--- src/rtl/mc_irq_pkg.sv ---
// Package: mc_irq_pkg
// Shared register offsets and bit positions for the memory card status and
// interrupt controller. Bit positions are shared by the status byte and the
// enable byte, so a status bit and its enable bit always line up.
package mc_irq_pkg;
    localparam int unsigned REG_AW   = 4;
    localparam int unsigned OFS_STAT = 5;
    localparam int unsigned OFS_EN   = 6;
    localparam int unsigned OFS_ACK  = 7;

    localparam int unsigned BIT_RDY   = 7;
    localparam int unsigned BIT_BAD   = 6;
    localparam int unsigned BIT_FLIP  = 5;
    localparam int unsigned BIT_WBACK = 4;
    localparam int unsigned BIT_FAULT = 1;
    localparam int unsigned BIT_BUSY  = 0;

    // Implemented bits of the enable and status bytes (3..2 unused).
    localparam logic [7:0] IMPL_MASK = 8'hF3;

    // Number of edge-type events.
    localparam int unsigned N_EVT = 3;
endpackage

--- src/rtl/mc_evt_latch.sv ---
// Module: mc_evt_latch
// Catches a rising edge on each of N event inputs and holds it in a pending
// flag until an acknowledge pulse. Assumes inputs are synchronous to clk.
// If an edge and an acknowledge fall in the same cycle, the edge wins, so an
// event that arrives during the acknowledge is not lost.
module mc_evt_latch #(
    parameter int unsigned N = 3
) (
    input  logic         clk,
    input  logic         rst_n,
    input  logic [N-1:0] ev_in,
    input  logic         ack,
    output logic [N-1:0] pend
);
    logic [N-1:0] ev_prev;

    // Previous-sample register used for edge detection.
    always_ff @(posedge clk) begin
        if (!rst_n) ev_prev <= '0;
        else        ev_prev <= ev_in;
    end

    for (genvar g = 0; g < N; g++) begin : g_evt
        logic rise;
        assign rise = ev_in[g] & ~ev_prev[g];

        // Pending flag: set on rising edge, cleared by acknowledge, set wins.
        always_ff @(posedge clk) begin
            if (!rst_n)    pend[g] <= 1'b0;
            else if (rise) pend[g] <= 1'b1;
            else if (ack)  pend[g] <= 1'b0;
        end

        p_edge_sets_r3: assert property (@(posedge clk) disable iff (!rst_n)
            (ev_in[g] && !ev_prev[g]) |=> pend[g]);
        p_ack_clears_r6: assert property (@(posedge clk) disable iff (!rst_n)
            (ack && !(ev_in[g] && !ev_prev[g])) |=> !pend[g]);
        p_edge_beats_ack_r8: assert property (@(posedge clk) disable iff (!rst_n)
            (ack && ev_in[g] && !ev_prev[g]) |=> pend[g]);
    end
endmodule

--- src/rtl/mc_reg_port.sv ---
// Module: mc_reg_port
// Byte-wide register port. Holds the enable byte and decodes the acknowledge
// write. Returns read data combinationally for the offset presented. Assumes
// the write strobe lasts one cycle per access. The acknowledge output is a
// single-cycle pulse for any non-zero write to the acknowledge offset.
module mc_reg_port
    import mc_irq_pkg::*;
#(
    parameter int unsigned AW = REG_AW
) (
    input  logic          clk,
    input  logic          rst_n,
    input  logic          wr,
    input  logic [AW-1:0] addr,
    input  logic [7:0]    wdata,
    input  logic [7:0]    status,
    output logic [7:0]    rdata,
    output logic [7:0]    en,
    output logic          ack
);
    localparam logic [AW-1:0] A_STAT = AW'(OFS_STAT);
    localparam logic [AW-1:0] A_EN   = AW'(OFS_EN);
    localparam logic [AW-1:0] A_ACK  = AW'(OFS_ACK);

    logic wr_en;
    assign wr_en = wr && (addr == A_EN);

    // Enable byte storage; unused bits are kept at zero.
    always_ff @(posedge clk) begin
        if (!rst_n)     en <= 8'h00;
        else if (wr_en) en <= wdata & IMPL_MASK;
    end

    // Acknowledge decode: any non-zero value at the acknowledge offset.
    always_comb ack = wr && (addr == A_ACK) && (wdata != 8'h00);

    // Read multiplexer; acknowledge and unmapped offsets read zero.
    always_comb begin
        unique case (addr)
            A_STAT:  rdata = status;
            A_EN:    rdata = en;
            default: rdata = 8'h00;
        endcase
    end

    p_en_hold_r4: assert property (@(posedge clk) disable iff (!rst_n)
        !(wr && addr == A_EN) |=> $stable(en));
    p_unused_zero_r4: assert property (@(posedge clk) disable iff (!rst_n)
        (en & ~IMPL_MASK) == 8'h00);
    p_ack_reads_zero_r9: assert property (@(posedge clk) disable iff (!rst_n)
        (addr == A_ACK) |-> (rdata == 8'h00));
endmodule

--- src/rtl/mc_irq_ctrl.sv ---
// Module: mc_irq_ctrl
// Top of the status and interrupt controller. It assembles the status byte
// from latched event flags and live state inputs, and drives a level
// interrupt. The interrupt is the OR of enabled pending events and enabled
// active states. Assumes all condition inputs are synchronous to clk.
module mc_irq_ctrl
    import mc_irq_pkg::*;
(
    input  logic              clk,
    input  logic              rst_n,
    input  logic              reg_wr,
    input  logic [REG_AW-1:0] reg_addr,
    input  logic [7:0]        reg_wdata,
    output logic [7:0]        reg_rdata,
    input  logic              ev_page_ready,
    input  logic              ev_bad_page,
    input  logic              ev_fault,
    input  logic              st_flip,
    input  logic              st_wback,
    input  logic              st_busy,
    output logic              irq
);
    logic [N_EVT-1:0] ev_vec;
    logic [N_EVT-1:0] pend;
    logic [7:0]       status;
    logic [7:0]       en;
    logic             ack;

    assign ev_vec = {ev_page_ready, ev_bad_page, ev_fault};

    mc_evt_latch #(.N(N_EVT)) u_evt (
        .clk   (clk),
        .rst_n (rst_n),
        .ev_in (ev_vec),
        .ack   (ack),
        .pend  (pend)
    );

    mc_reg_port #(.AW(REG_AW)) u_regs (
        .clk    (clk),
        .rst_n  (rst_n),
        .wr     (reg_wr),
        .addr   (reg_addr),
        .wdata  (reg_wdata),
        .status (status),
        .rdata  (reg_rdata),
        .en     (en),
        .ack    (ack)
    );

    // Status byte assembly: latched events plus live state inputs.
    always_comb begin
        status            = 8'h00;
        status[BIT_RDY]   = pend[2];
        status[BIT_BAD]   = pend[1];
        status[BIT_FAULT] = pend[0];
        status[BIT_FLIP]  = st_flip;
        status[BIT_WBACK] = st_wback;
        status[BIT_BUSY]  = st_busy;
    end

    // Interrupt line: any enabled condition shown in the status byte.
    always_comb irq = |(status & en);

    p_quiet_when_off_r5: assert property (@(posedge clk) disable iff (!rst_n)
        (en == 8'h00) |-> !irq);
    p_busy_holds_irq_r7: assert property (@(posedge clk) disable iff (!rst_n)
        (en[BIT_BUSY] && st_busy) |-> irq);
    p_flip_holds_irq_r7: assert property (@(posedge clk) disable iff (!rst_n)
        (en[BIT_FLIP] && st_flip) |-> irq);
    p_gap_bits_zero_r2: assert property (@(posedge clk) disable iff (!rst_n)
        (reg_addr == REG_AW'(OFS_STAT)) |-> (reg_rdata[3:2] == 2'b00));
endmodule

--- config.mk ---
export PLATFORM = sky130hd
export DESIGN_NAME = mc_irq_ctrl
export DESIGN_NICKNAME = d
export VERILOG_FILES = /design/src/rtl/mc_irq_pkg.sv /design/src/rtl/mc_evt_latch.sv /design/src/rtl/mc_reg_port.sv /design/src/rtl/mc_irq_ctrl.sv
export SDC_FILE = /design/constraint.sdc
export NUM_CORES = 1
export LEC_CHECK = 0
export CAP_MARGIN = 20
export CORE_MARGIN = 2
export CORE_UTILIZATION = 35
export DETAILED_ROUTE_END_ITERATION = 6
export PLACE_DENSITY = 0.8
export SLEW_MARGIN = 20
export SYNTH_ARGS = -nofsm -noshare
export SYNTH_HDL_FRONTEND = slang
export SYNTH_SLANG_ARGS = --single-unit
--- constraint.sdc ---
create_clock -name clk -period 0.8 [get_ports clk]
set_input_delay 0.08 -clock clk [delete_from_list [all_inputs] [get_ports clk]]
set_output_delay 0.08 -clock clk [all_outputs]
set_load 0.005 [all_outputs]
=== Yosys cells after proc, flatten, opt, wreduce, memory -nomap -nowiden ===
Cells that the tools add are included.

* Muxes and demuxes: 5
* Equality and inequality tests: 3
* Bitwise gates (word level): 7
* Reductions and logical operators: 8

{| class="wikitable"
|+ Operators with widths
! kind !! number
|-
| one-hot mux 8 bit (2 select lines) || 1
|-
| == test 4 x 3 -> 1 bit, second input constant || 3
|-
| bitwise AND 8 bit || 1
|-
| nonzero test 8 bit || 1
|-
| OR reduction 8 bit || 1
|-
| nonzero test 2 bit || 3
|-
| two-way mux 1 bit || 4
|-
| bitwise AND 1 bit || 3
|-
| logical AND 1 bit || 3
|-
| NOT 1 bit || 3
|}

* Input port bits: 21
* Logic and storage cells: 28
* Flip-flop bits (word level): 12

=== Longest topological paths before layout ===
* Word-level depth: 5
* Mapped depth: 4
* Mapped depth without buffers: 3

=== Modules after synthesis ===
A second synthesis with hierarchy kept.

* Cells, all modules: 76
* Area, all modules: 665.6 um^2

{| class="wikitable"
|+ Modules (own cells, without submodules)
! module !! area an instance (um^2) !! cells each !! times used !! seq. area each (um^2)
|-
| mc_reg_port || 416.6 || 53 || 1 || 120.1
|-
| mc_evt_latch || 217.7 || 18 || 1 || 120.1
|-
| mc_irq_ctrl || 31.3 || 5 || 1 || 0.0
|}

=== Worst setup path before layout ===
OpenSTA, ideal clock, no wires.

* Kind: input-to-reg
* From: input reg_wdata[4]
* To: register u_evt.pend[1]
* Arrival time: 613 ps
* Cell stages on the path: 3
* Setup time: 75 ps
* Path slack: 112 ps
* Buffers on the path: 0
* Path through: nor4_2 -> a211oi_2 -> o22ai_1

* Word-level cells in the longest chain between the ends: 3

{| class="wikitable"
|+ Ends and longest elaborated chain
! element !! line !! text
|-
| start: declaration || mc_irq_ctrl.sv:13 || <nowiki>input logic [7:0] reg_wdata,</nowiki>
|-
| nonzero test 8 bit || mc_reg_port.sv:35 || <nowiki>always_comb ack = wr && (addr == A_ACK) && (wdata != 8'h00);</nowiki>
|-
| logical AND 1 bit || mc_reg_port.sv:35 ||
|-
| nonzero test 2 bit (no line) || - ||
|-
| end signal: indexed assignment || mc_evt_latch.sv:29 || <nowiki>if (!rst_n) pend[g] <= 1'b0;</nowiki>
|-
| end signal: indexed assignment || mc_evt_latch.sv:30 || <nowiki>else if (rise) pend[g] <= 1'b1;</nowiki>
|-
| end signal: indexed assignment || mc_evt_latch.sv:31 || <nowiki>else if (ack) pend[g] <= 1'b0;</nowiki>
|-
| end: declaration || mc_evt_latch.sv:13 || <nowiki>output logic [N-1:0] pend</nowiki>
|}

No other way between the ends.
A chain may end at the register's enable or synchronous reset.

=== Worst setup path after layout ===
* From: register u_regs.en[0]
* To: output irq

* Word-level cells in the longest chain between the ends: 2

{| class="wikitable"
|+ Ends and longest elaborated chain
! element !! line !! text
|-
| start: declaration || mc_reg_port.sv:18 || <nowiki>output logic [7:0] en,</nowiki>
|-
| start signal: assignment || mc_reg_port.sv:31 || <nowiki>else if (wr_en) en <= wdata & IMPL_MASK;</nowiki>
|-
| bitwise AND 8 bit || mc_irq_ctrl.sv:63 || <nowiki>always_comb irq = |(status & en);</nowiki>
|-
| OR reduction 8 bit || mc_irq_ctrl.sv:63 ||
|-
| end: declaration || mc_irq_ctrl.sv:21 || <nowiki>output logic irq</nowiki>
|}

No other way between the ends.

==> insert_results.sql <==
INSERT INTO impl_metrics (metric_group, metric, value, unit) VALUES
('outcome', 'outcome', 'finished with violations', ''),
('outcome', 'failed_checks', 'setup timing', ''),
('global_routing', 'antenna_found_initial', '0', ''),
('finish', 'diodes', '0', ''),
('floorplan', 'start_util', '37.25', '%'),
('min_path', 'hp-class', 'in -> reg', ''),
('setup_path', 'critPathTopFamily', 'flip-flops', ''),
('run', 'maxCapViolations', '0', ''),
('clock_tree', 'tritoncts', 'built', ''),
('setup_path', 'rr_worst_depth', '3', ''),
('synthesis', 'synth_seq_area_share', '37.35', '%'),
('synthesis', 'postSynthRegisterBits', '12', ''),
('place', 'place_hpwl', '1203', 'um'),
('clock_tree', 'number_of_cts_inserted_buffers', '3', ''),
('min_path', 'hold-path-cell-count', '3', ''),
('timing', 'max_freq', '0.8587', 'GHz'),
('global_routing', 'first_global_vias', '670', ''),
('finish', 'fin_nets', '135', ''),
('setup_path', 'timing.critical_path.fanout_max', '2', ''),
('power', 'p_per_area', '1200', 'nW/um^2'),
('synthesis', 'yosysWarnings', '0', ''),
('clock_tree', 'bufs_on_longest_clock_path', '2', ''),
('finish', 'seq_area', '251.5', 'um^2'),
('setup_path', 'regToRegEndpoint', 'u_regs.en[0]', ''),
('global_routing', 'grt.met1_usage', '24.47', '%'),
('timing', 'final-setup-viol-count', '7', ''),
('floorplan', 'fp.dieW', '46.87', 'um'),
('synthesis', 'post_syn_area', '643.1', 'um^2'),
('timing', 'timing.clock.skew', '0.0001354', 'ns'),
('setup_path', 'cp-end-kind', 'primary output', ''),
('timing', 'hold_slack', '0.08757', 'ns'),
('setup_path', 'timing.critical_path.slowest_cell_delay', '0.33', 'ns'),
('global_routing', 'groute.usage.overall', '19.69', '%'),
('setup_path', 'timing.setup.critical_path_class', 'reg -> out', ''),
('drt', 'antenna_violating_nets_post_route', '0', ''),
('global_routing', 'groute.layer.met3.usage', '7.308', '%'),
('timing', 'finalHoldViolations', '0', ''),
('place', 'placement.io_buffers', '27', ''),
('clock_tree', 'h_tree_levels', '1', ''),
('global_routing', 'use_met2', '32.05', '%'),
('drt', 'vias_per_cell', '5.197', ''),
('clock_tree', 'root_buffer', 'clkbuf_4', ''),
('floorplan', 'die_area', '2196', 'um^2'),
('synthesis', 'top_area_cells_in_the_synthesized_netlist', 'dfxtp_1 (37%), a22oi_1 (11%), a21boi_1 (7.0%), nand3_1 (5.4%), o21ai_0 (4.7%)', ''),
('global_routing', 'busiest_layer', 'met2', ''),
('floorplan', 'io_pins', '30', ''),
('setup_path', 'r2r-start', 'u_regs.en[0]', ''),
('finish', 'most-common-layout-cells', 'dfxtp_2 (9), buf_2 (8)', ''),
('timing', 'final.min_clock_period', '1.165', 'ns'),
('synthesis', 'netlist.top_cell.by_area', 'dfxtp_1', ''),
('timing', 'period_share', '145.6', '%'),
('finish', 'finalInstanceArea', '1092', 'um^2'),
('finish', 'post_route_cells_drive_above_1_share', '47.32', '%'),
('place', 'place.gp.congestion', '0.8179', ''),
('setup_path', 'cp-start-kind', 'flop', ''),
('clock_tree', 'clock_pin_slew_on_the_worst_setup_and_hold_paths', '0.07', 'ns'),
('power', 'irDropWorstVdd', '1.307', 'mV'),
('timing', 'final_critical_path_setup_slack', '-0.3646', 'ns'),
('clock_tree', 'clk_sink_count', '12', ''),
('global_routing', 'globalRouteOverflowTotal', '0', ''),
('drt', 'drt_wl_total', '1892', 'um'),
('synthesis', 'synthesis.area_per_instance', '8.691', 'um^2'),
('drt', 'vias', '712', ''),
('synthesis', 'syn-instance-count', '74', ''),
('setup_path', 'path_buf_inv', '2', ''),
('finish', 'fillerInstances', '162', ''),
('drt', 'post_drt_wl_per_cell', '13.81', 'um'),
('setup_path', 'timing.critical_path.cells', 'buf_6 > a22oi_2 > nand3_1 > buf_2', ''),
('drt', 'drc_errors', '0', ''),
('min_path', 'worstHoldStart', 'reg_wdata[1]', ''),
('setup_path', 'timing.critical_path.required', '0.72', 'ns');
[metrics by stage]
| step | cells | util, % | setup WS [ns] | setup TNS (ns) | power [mW] |
|---|---|---|---|---|---|
| final | 137 | 63.26 | -0.3646 | -1.685 | 1.311 |
| after global routing | 137 | 63.26 | -0.4238 | -2.086 | 1.402 |
| after CTS | 138 | 63.48 | -0.3688 | -1.809 | 1.319 |
| after detailed placement | 126 | 55.43 | -0.9078 | -10.66 | 0.9160 |
| after global placement | 126 | 55.43 | -0.8805 | -10.27 | 0.9100 |
| after floorplan | 75 | - | 0.1123 | 0 | 0.7517 |
[registers in the layout, summed over array words and instances, names as in the netlist]
register / cells
u_regs.en: 6
u_evt.ev_prev: 3
u_evt.pend: 3
[kinds of logic (layout without fill, tap and decap cells)]
| family | Yosys count | in the layout | synth area share, % |
|---|---|---|---|
| and+or+nand+nor | 28 | 28 | 28.02 |
| AOI/OAI and AO/OA | 25 | 25 | 27.04 |
| DFF | 12 | 12 | 37.35 |
| buffers and inverters | 8 | 45 | 7.003 |
| other | 1 | 2 | 0.5831 |
[tightest hold or removal path, cell delays in order]
cell and delay [ns]:
clkbuf_2 0.11, nand3_1 0.07, a21boi_1 0.05
[cells in the mapped netlist]
cell,number
o22ai_1,3
a211oi_2,1
inv_1,3
conb_1,1
nand2b_1,2
clkbuf_1,1
o21ai_0,6
a22oi_1,9
nor2b_4,1
nand3b_4,1
nand2_1,7
dfxtp_1,12
buf_4,4
nor4_4,1
nand3_1,7
and3b_1,1
nor4_2,1
a21boi_1,6
nor2_1,6
and2b_1,1
[worst max path at each step]
stage / depth (start not counted) / startpoint / to
detailed placement: 5 / reg_addr[1] / reg_rdata[1]
CTS: 4 / u_regs.en[0] / irq
finish: 4 / u_regs.en[0] / irq
global placement: 5 / reg_addr[0] / reg_rdata[1]
global route: 4 / u_regs.en[0] / irq
floorplan: 3 / reg_wdata[4] / u_evt.pend[1]
[per-layer routing]
metal	wire, um	vias up
met5	0	-
met4	43	0
met3	139	4
li1	-	343
met2	932	32
met1	775	333
[what timing repair did]
action,CTS,global route
setup buffers,9,0
gates resized for setup,72,12
pin swaps,11,12
setup endpoints to repair,16,12
[report_power, final]
group	leakage [nW]	internal, mW	total [mW]	switching (mW)
combinational	0.348	0.176	0.312	0.135
sequential	0.102	0.628	0.649	0.0210
clock	0.0138	0.174	0.350	0.176
[cell type report]
cell class,count,share of cell area (%)
Sequential cell,12,23.02
Timing Repair Buffer,39,31.62
Clock buffer,3,2.062
Multi-Input combinational cell,55,39.40
Tap cell,25,2.864
Inverter,3,1.031
(Power assumes the default switching activity.)
